<file path="src/rtl/kis_pkg.sv">
package kis_pkg;
    parameter int KEY_W   = 32;
    parameter int ACC_W   = 2 * KEY_W;
    parameter int BYTE_W  = 8;
    parameter int NCHAN   = 2;
    parameter int NSTEP   = 8;
    parameter int CUT_W   = 6;
    parameter int SEG_W   = 3;
    parameter int OFFS_W  = 2;

    localparam int CHAN_W  = $clog2(NCHAN);
    localparam int STEP_W  = $clog2(NSTEP);
    localparam int NOFF    = 2 ** OFFS_W;
    localparam int BLK_W   = CUT_W + 1;
    localparam int KEPT_W  = $clog2(ACC_W / BYTE_W) + 1;

    typedef struct packed {
        logic [CUT_W-1:0]  cut;
        logic [OFFS_W-1:0] offs;
        logic [KEY_W-1:0]  mask;
        logic [SEG_W-1:0]  seg;
        logic              last;
    } step_t;

    typedef enum logic [1:0] {
        BW_WORD = 2'd0,
        BW_HALF = 2'd1,
        BW_BYTE = 2'd2,
        BW_BYTE_ALT = 2'd3
    } bus_width_e;
endpackage

</file>
<file path="src/rtl/kis_strobe_edge.sv">
module kis_strobe_edge (
    input  logic clk,
    input  logic rst_n,
    input  logic strobe,
    input  logic edge_pol,
    output logic fire
);
    logic stb_d, stb_q;

    always_comb begin
        stb_d = strobe;
        if (edge_pol) fire = strobe & ~stb_q;
        else          fire = ~strobe & stb_q;
    end

    always_ff @(posedge clk or negedge rst_n) begin
        if (!rst_n) stb_q <= 1'b0;
        else        stb_q <= stb_d;
    end
endmodule

</file>
<file path="src/rtl/kis_step_file.sv">
module kis_step_file
    import kis_pkg::*;
(
    input  logic              clk,
    input  logic              rst_n,
    input  logic              wr_en,
    input  logic [CHAN_W-1:0] wr_chan,
    input  logic [STEP_W-1:0] wr_step,
    input  step_t             wr_data,
    input  logic [CHAN_W-1:0] rd_chan,
    input  logic [STEP_W-1:0] rd_step,
    output step_t             rd_data
);
    step_t bank_q [NCHAN][NSTEP];

    for (genvar c = 0; c < NCHAN; c++) begin : g_chan
        step_t row_d [NSTEP];

        always_comb begin
            for (int s = 0; s < NSTEP; s++) begin
                row_d[s] = bank_q[c][s];
                if (wr_en && wr_chan == CHAN_W'(c) && wr_step == STEP_W'(s))
                    row_d[s] = wr_data;
            end
        end

        always_ff @(posedge clk or negedge rst_n) begin
            if (!rst_n) begin
                for (int s = 0; s < NSTEP; s++) bank_q[c][s] <= '0;
            end else begin
                for (int s = 0; s < NSTEP; s++) bank_q[c][s] <= row_d[s];
            end
        end
    end

    assign rd_data = bank_q[rd_chan][rd_step];
endmodule

</file>
<file path="src/rtl/kis_key_window.sv">
module kis_key_window
    import kis_pkg::*;
(
    input  logic [ACC_W-1:0]  acc,
    input  logic [OFFS_W-1:0] offs,
    input  logic [KEY_W-1:0]  mask,
    output logic [KEY_W-1:0]  key
);
    logic [KEY_W-1:0] cand [NOFF];

    for (genvar o = 0; o < NOFF; o++) begin : g_win
        assign cand[o] = acc[ACC_W-1-o*BYTE_W -: KEY_W];
    end

    always_comb begin
        key = cand[offs] & ~mask;
    end
endmodule

</file>
<file path="src/rtl/kis_input_seq.sv">
module kis_input_seq
    import kis_pkg::*;
(
    input  logic              clk,
    input  logic              rst_n,
    input  logic              cfg_we,
    input  logic [CHAN_W-1:0] cfg_chan,
    input  logic [STEP_W-1:0] cfg_step,
    input  logic [CUT_W-1:0]  cfg_cut,
    input  logic [OFFS_W-1:0] cfg_offs,
    input  logic [KEY_W-1:0]  cfg_mask,
    input  logic [SEG_W-1:0]  cfg_seg,
    input  logic              cfg_last,
    input  logic [1:0]        bus_width,
    input  logic              edge_pol,
    input  logic [KEY_W-1:0]  din,
    input  logic              strobe,
    input  logic [CHAN_W-1:0] chan_sel,
    input  logic [STEP_W-1:0] start_step,
    input  logic              seq_rst,
    output logic              req_valid,
    output logic [KEY_W-1:0]  req_key,
    output logic [KEY_W-1:0]  req_mask,
    output logic [SEG_W-1:0]  req_seg
);
    localparam logic [BLK_W-1:0] BLK_MAX = BLK_W'(2 ** CUT_W);
    localparam int HALF_W = KEY_W / 2;
    localparam int NEED_WORD = ACC_W / KEY_W;
    localparam int NEED_HALF = ACC_W / HALF_W;
    localparam int NEED_BYTE = ACC_W / BYTE_W;

    typedef struct packed {
        logic [CHAN_W-1:0] chan;
        logic [STEP_W-1:0] ptr;
        logic [BLK_W-1:0]  blk;
        logic [KEPT_W-1:0] kept;
        logic [ACC_W-1:0]  acc;
        logic              halt;
        logic              req_valid;
        logic [KEY_W-1:0]  req_key;
        logic [KEY_W-1:0]  req_mask;
        logic [SEG_W-1:0]  req_seg;
    } seq_state_t;

    seq_state_t st_d, st_q;
    step_t      cur;
    step_t      wr_data;
    logic       fire;
    logic       keep;
    logic [ACC_W-1:0]  acc_ins;
    logic [KEPT_W-1:0] need;
    logic [KEY_W-1:0]  win_key;
    logic              seq_halted;

    assign wr_data = '{cut: cfg_cut, offs: cfg_offs, mask: cfg_mask,
                       seg: cfg_seg, last: cfg_last};

    kis_strobe_edge i_edge (
        .clk      (clk),
        .rst_n    (rst_n),
        .strobe   (strobe),
        .edge_pol (edge_pol),
        .fire     (fire)
    );

    kis_step_file i_steps (
        .clk     (clk),
        .rst_n   (rst_n),
        .wr_en   (cfg_we),
        .wr_chan (cfg_chan),
        .wr_step (cfg_step),
        .wr_data (wr_data),
        .rd_chan (st_q.chan),
        .rd_step (st_q.ptr),
        .rd_data (cur)
    );

    kis_key_window i_win (
        .acc  (acc_ins),
        .offs (cur.offs),
        .mask (cur.mask),
        .key  (win_key)
    );

    // Block width: shift the accumulator by one block and insert the new one
    always_comb begin
        case (bus_width_e'(bus_width))
            BW_WORD: begin
                acc_ins = {st_q.acc[ACC_W-KEY_W-1:0], din};
                need    = KEPT_W'(NEED_WORD);
            end
            BW_HALF: begin
                acc_ins = {st_q.acc[ACC_W-HALF_W-1:0], din[HALF_W-1:0]};
                need    = KEPT_W'(NEED_HALF);
            end
            default: begin
                acc_ins = {st_q.acc[ACC_W-BYTE_W-1:0], din[BYTE_W-1:0]};
                need    = KEPT_W'(NEED_BYTE);
            end
        endcase
    end

    always_comb begin
        st_d = st_q;
        st_d.req_valid = 1'b0;
        keep = (st_q.kept != '0) || (st_q.blk >= {1'b0, cur.cut});

        if (seq_rst) begin
            st_d.chan = chan_sel;
            st_d.ptr  = start_step;
            st_d.blk  = '0;
            st_d.kept = '0;
            st_d.acc  = '0;
            st_d.halt = 1'b0;
        end else if (fire && !st_q.halt) begin
            if (st_q.blk != BLK_MAX) st_d.blk = st_q.blk + BLK_W'(1);
            if (keep) begin
                st_d.acc = acc_ins;
                if (st_q.kept + KEPT_W'(1) == need) begin
                    st_d.kept      = '0;
                    st_d.req_valid = 1'b1;
                    st_d.req_key   = win_key;
                    st_d.req_mask  = cur.mask;
                    st_d.req_seg   = cur.seg;
                    if (cur.last || st_q.ptr == STEP_W'(NSTEP - 1))
                        st_d.halt = 1'b1;
                    else
                        st_d.ptr = st_q.ptr + STEP_W'(1);
                end else begin
                    st_d.kept = st_q.kept + KEPT_W'(1);
                end
            end
        end
    end

    always_ff @(posedge clk or negedge rst_n) begin
        if (!rst_n) begin
            st_q      <= '0;
            st_q.halt <= 1'b1;
        end else begin
            st_q <= st_d;
        end
    end

    assign seq_halted = st_q.halt;
    assign req_valid  = st_q.req_valid;
    assign req_key    = st_q.req_key;
    assign req_mask   = st_q.req_mask;
    assign req_seg    = st_q.req_seg;
endmodule

</file>
<file path="config.mk">
export PLATFORM = sky130hd
export DESIGN_NAME = kis_input_seq
export DESIGN_NICKNAME = d
export VERILOG_FILES = /design/src/rtl/kis_pkg.sv /design/src/rtl/kis_strobe_edge.sv /design/src/rtl/kis_step_file.sv /design/src/rtl/kis_key_window.sv /design/src/rtl/kis_input_seq.sv
export SDC_FILE = /design/constraint.sdc
export NUM_CORES = 1
export LEC_CHECK = 0
export ABC_AREA = 1
export BUFFER_PORTS_ARGS = -buffer_cell sky130_fd_sc_hd__clkbuf_2
export CAP_MARGIN = 20
export CORE_MARGIN = 1
export CORE_UTILIZATION = 30
export CTS_CLUSTER_SIZE = 16
export DETAILED_ROUTE_END_ITERATION = 12
export GPL_ROUTABILITY_DRIVEN = 0
export PLACE_DENSITY = 0.58
export SETUP_SLACK_MARGIN = 0.3
export SYNTH_ARGS = -nofsm -noshare
export SYNTH_HDL_FRONTEND = slang
export SYNTH_SLANG_ARGS = --single-unit
</file>
<file path="constraint.sdc">
create_clock -name clk -period 2.9 [get_ports clk]
set_clock_uncertainty 0.2 [all_clocks]
set_input_delay 0.29 -clock clk [delete_from_list [all_inputs] [get_ports clk]]
set_output_delay 0.29 -clock clk [all_outputs]
set_load 0.05 [all_outputs]
</file>
# == Word level (Yosys, flattened, before mapping) ==
# Cells that the tools add are included.
# totals
word_cells,179
out_inout_bits,68
in_bits,92
ff_bits,845
# classes
eq_ne,12
n_reduce_logical,35
n_addsub,3
magnitude_cmp,4
n_mux,23
bitwise_logic,11
# ops
operator,n
$mux W352,3
$mux W147,1
$mux W137,1
$bmux W44 S3,1
$pmux W64 S2,1
$mux W44,2
$mux W79,1
$mux W69,1
$mux W68,1
$bmux W32 S2,1
$mux W32,2
$and A32 B32 Y32,1
$not A32 Y32,1
$logic_and A1 B1 Y1,19
$eq A3 B3 Y1 const B,5
$reduce_and A4 Y1,3
$reduce_bool A2 Y1,5
$mux W3,3
$pmux W4 S2,1
$add A7 B1 Y7 const B,1
$ge A7 B6 Y1,1
$mux W7,1
$ne A7 B7 Y1 const B,1
$eq A3 B2 Y1 const B,2
22 further kinds,29

# == Longest topological paths before layout ==
# depth
word_depth,16
mapped_depth,23
depth_no_buf,17

# == Cells and area by module ==
# Synthesis repeated with hierarchy kept, for this count alone.
# hier_totals
cells_unflattened,5742
hier_area_um2,42428.2
# by_module_without_submodules
mod,cells_per_inst,seq_area_each_um2,area_per_inst_um2,n_inst
kis_step_file,4504,17616.9,33623.5,1
kis_input_seq,928,3504.6,7511.0,1
kis_key_window,303,0.0,1243.7,1
kis_strobe_edge,7,25.0,50.0,1

# == Worst setup path after synthesis ==
# Ideal clock, no wire load.
# synth_timing
path_type,reg-to-reg
startpoint,reg st_q[147] (netlist name)
endpoint,reg st_q[115] (netlist name)
arrival_time_ps,2898
stages_incl_launch_ff,23
setup_slack_ps,-264
synth_period_minus_slack_ps,3164
required_time_ps,2634
setup_ps,66
path_buffers,7
cell_sequence,dfrtp_1 buf_6 inv_4 buf_6 buf_6 buf_6 clkbuf_1 o21ai_0 o221ai_1 o211ai_1 nand2_1 inv_1 ha_1 nand2_1 nor3_1 nand2_1 nand4_1 inv_1 nor2_1 buf_2 buf_4 nand2_1 nand2_1
# synth_between
elab_chain_len,11
# synth_rtl
element,line,rtl
from (decl),kis_input_seq.sv:45,"seq_state_t st_d, st_q;"
from (signal assigned),kis_input_seq.sv:141,st_q <= st_d;
$not A1 Y2 (not written as such),kis_step_file.sv:36,assign rd_data = bank_q[rd_chan][rd_step];
$mux W352 (not written as such) (3 in series),kis_step_file.sv:36,
$bmux W44 S3,kis_step_file.sv:36,
$mux W44 (not written as such) (2 in series),kis_step_file.sv:36,
$ge A7 B6 Y1,kis_input_seq.sv:106,"keep = (st_q.kept != '0) || (st_q.blk >= {1'b0, cur.cut});"
$logic_or A1 B1 Y1,kis_input_seq.sv:106,
$reduce_bool A2 Y1 (no line),--,
$reduce_and A2 Y1 (no line),--,
# Every way passes these cells. The select of a mux whose other input is x is not followed.
# A chain may end at the register's enable or synchronous reset.

# == Worst setup path in the final report ==
# layout_timing
startpoint,reg st_q[147] (netlist name)
endpoint,"reg st_q, in the netlist req_key[7]"
# layout_between
elab_chain_len,12
elab_cells_between_ends,16
cone_classes,1 x order compare; 9 x mux; 4 x bitwise; 2 x reduce/logical
# layout_rtl
element,line
$not A1 Y2 (not written as such) *,kis_step_file.sv:36
$mux W352 (not written as such) * (3 in series),kis_step_file.sv:36
$bmux W44 S3 *,kis_step_file.sv:36
$mux W44 (not written as such) * (2 in series),kis_step_file.sv:36
"parallel branches: the longest is 5 deep, another holds $ge A7 B6 Y1",--
# Every way passes the cells marked *. The select of a mux whose other input is x is not followed.

==> flow_summary.ini <==
[critical_path]
critPathCaptureType = flip-flop
worstSetupPathType = reg2reg
worstPathMaxFanout = 7
reg2reg_depth = 18
cp.arrival_ns = 3.69
crit_required_ns = 3.31
critPathLaunchType = flip-flop
timing.rr.start = st_q[147]
r2r_end = req_key[7]
r2r_setup_slack_ns = -0.37

[cells_and_area]
nFillCells = 13400
drive_gt1_share_pct = 14.0
utilization_pct = 36.8
areaGrowthSynthToFinish_pct = 21.3
fin_nets = 5179

[floorplan]
io_pins = 160
start_util_pct = 30.3
core-area_um2 = 132000
chipWidth_um = 367
dieArea_um2 = 135000
row_count = 133
die_y_um = 367

[sta]
finalSetupTns_ns = -39.58
period_share_pct = 113
slew_headroom_pct = 17.8
rsz0062_at_grt = yes
hold_viol = 0
finalMaxSlewViolations = 0
tightest_slew_ns = 1.23
fin_ws_ns = -0.374
min_period_ns = 3.27
fmax_mhz = 305
setup_viol = 132

[synthesis]
synth-simple-area-share_pct = 21.4
synth_top_family_by_area = simple AND/OR/NAND/NOR gates
synth_seq_cells = 845
ys_warn_count = 0
yosysUniqueCellTypes = 34
yosysTopAreaCell = dfrtp_1
synth_nets = 5093
ys_seq_area_share_pct = 52.8
synth_top_cell_area_share_pct = 52.7
syn-cell-area_um2 = 40000
yosys-mux-area-fraction_pct = 0
synth_compound_area_share_pct = 16.9
syn_inst = 4989
avgSynthCellArea_um2 = 8.03
yosys-top-cells-area = dfrtp_1 53%, o21ai_0 11%, nand2_1 9.5%
synthAdderAreaFrac_pct = 0.375
synth-xor-area-share_pct = 0.0219

[clock_tree]
cts_tree = built
cts.sink_count = 845
cts_buffers = 93
clk-insertion-delay-late_ns = 0.67
htree_num_levels = 3
clockRootBuffer = clkbuf_16
clk_path_buf_depth = 3
clk_pin_slew_ns = 0.06

[worst_hold_path]
hold_end = st_q[80]
min_from = bus_width[1]
holdPathStages = 6
min_path_type = in2reg

[power_and_ir_drop]
clkPwrFrac_pct = 28.8
finalPower_mw = 43.0
p_sw_mw = 16.0
p_int_mw = 27.0
sw_frac_of_total_pct = 37.2
p_per_area_nw_per_um2 = 886
p_seq_share_pct = 35.6
power_frac_comb_pct = 35.5
peakVddDrop_v = 0.000755
p_leak_nw = 22.5

[global_route]
met2_usage_pct = 29.8
grt_pass1_vias = 33300
grt_max_degree = 208
grt.busiest_layer = met2
track_usage_pct = 19.2
overflow = 0
globalRouteMet3Util_pct = 3.35
gr-usage-met1_pct = 27.2
grt_pass1_wl_mm = 205
antenna_found_initial = 19

[route]
vias = 35000
vias_per_cell = 5.07
dr.pass1.iters = 6
dr.first_iter.drc_count = 3144
wirelength_mm = 132
drt-wirelength-per-cell_um = 19.1
drc_errors = 0
ant_nets = 0

[run]
cap_violations = 0

[placed_design]
pre_cts_ws_ns = -0.569
hpwl_mm = 77.2
port_buffers = 159

[run_status]
violations = setup timing
outcome = finished, violations left
[worst max path at each step]
stage                          from     endpoint  slack [ns]  depth (start not counted)
after detailed placement  st_q[147]   seq_halted       -0.57                         16
after global routing      st_q[147]     st_q[91]       -0.53                         20
final                     st_q[147]   req_key[7]       -0.37                         18
after global placement    st_q[147]   seq_halted       -0.59                         16
after floorplan           st_q[147]    st_q[115]       -0.08                         22
after CTS                 st_q[147]  req_key[15]       -0.28                         21
[synth_stat cells (all sizes together)]
library cell	n
inv	270
o21ai	899
clkbuf	225
ha	12
buf	239
dfstp	1
a21oi	249
dfrtp	844
clkinv	3
o221ai	11
nor2	629
o211ai	69
o22ai	57
nor3b	1
nand4	12
nand2	1020
or2	2
nand3	439
nand3b	1
nor3	5
xor2	1
[worst max-delay path: stages (launching register included)]
cell	delay [ns]
dfrtp_4	0.49
buf_12	0.16
buf_6	0.12
buf_16	0.13
o21ai_4	0.15
o22ai_2	0.09
o211ai_1	0.18
nand2_1	0.09
ha_1	0.28
nand2_1	0.04
nor2_1	0.09
nand4_1	0.11
nand4_1	0.19
buf_6	0.18
nand3_4	0.16
clkbuf_16	0.26
nor2_4	0.17
nand3_2	0.08
nand2_1	0.07
[what timing repair did]
action | 4_1_cts | 5_1_grt
hold endpoints to repair | 1531 | 0
gates resized for setup | 81 | 160
hold buffers | 91 | 0
pin swaps | 13 | 50
setup buffers | 20 | 3
setup endpoints to repair | 132 | 132
cloned | 13 | 5
[area by class of cell]
cell class | instances | area [µm²] | share of cell area [%]
timing repair buffer | 452 | 4450 | 9.16
antenna | 2 | 5.00 | 0.0103
timing repair inverter | 1 | 16.3 | 0.0335
tap | 1755 | 2200 | 4.52
multi-input combinational | 3409 | 16500 | 33.9
sequential | 845 | 21200 | 43.6
clock inverter | 24 | 332 | 0.683
inverter | 273 | 1050 | 2.16
clock buffer | 143 | 2870 | 5.91
[sequential cells by signal (all words and copies together), names as in the netlist]
register and cells:
st_q 71, i_edge.stb_q 1, req_key 32, req_mask 32, seq_halted 1, i_steps.bank_q 704, req_seg 3, req_valid 1
[layer usage]
| metal | routed length, µm | vias up | share of wire, % |
|---|---|---|---|
| met1 | 59700 | 17000 | 45 |
| met3 | 9190 | 261 | 7.0 |
| met4 | 3970 | 34 | 3.0 |
| met5 | 227 | - | 0.17 |
| li1 | - | 16500 | - |
| met2 | 58800 | 1221 | 45 |
[stage by stage]
step,std cells,instance area (µm²),hold slack (ns)
floorplan,4989,40300,-0.206
global placement,6602,42900,-0.0751
detailed placement,6602,42900,-0.0734
CTS,6893,47800,0.000199
global route,6902,48500,0.0478
finish,6904,48600,0.0478
[cell usage in the layout (no fill, tap or decap), drive strengths merged, types with 2 or more instances in the layout]
cell type / instances
nand2: 1020
o21ai: 899
dfrtp: 844
nor2: 630
nand3: 440
clkbuf: 305
inv: 273
a21oi: 249
buf: 198
dlygate4sd3: 91
o211ai: 69
o22ai: 57
clkinv: 17
nand4: 12
ha: 12
o221ai: 11
bufinv: 7
nor3: 5
diode: 2
or2: 2
[cell families (layout without fill, tap and decap cells)]
family | count (synthesis) | after routing
AO/OA/AOI/OAI | 1285 | 1285
XOR/XNOR | 1 | 1
adder cells (fa/ha/maj) | 12 | 12
buffers and inverters | 737 | 893
flip-flops | 845 | 845
other | 0 | 2
AND/OR/NAND/NOR | 2109 | 2111
[power by group through the flow]
stage / logic (mW) / clock network (mW) / registers [mW]
final: 15.3 / 12.4 / 15.3
after global routing: 16.7 / 13.1 / 15.6
after CTS: 14.9 / 12.7 / 15.3
after detailed placement: 14.2 / 0 / 15.5
after global placement: 14.2 / 0 / 15.4
after floorplan: 8.81 / 0 / 15.1
Power figures use the tool's default switching activity.
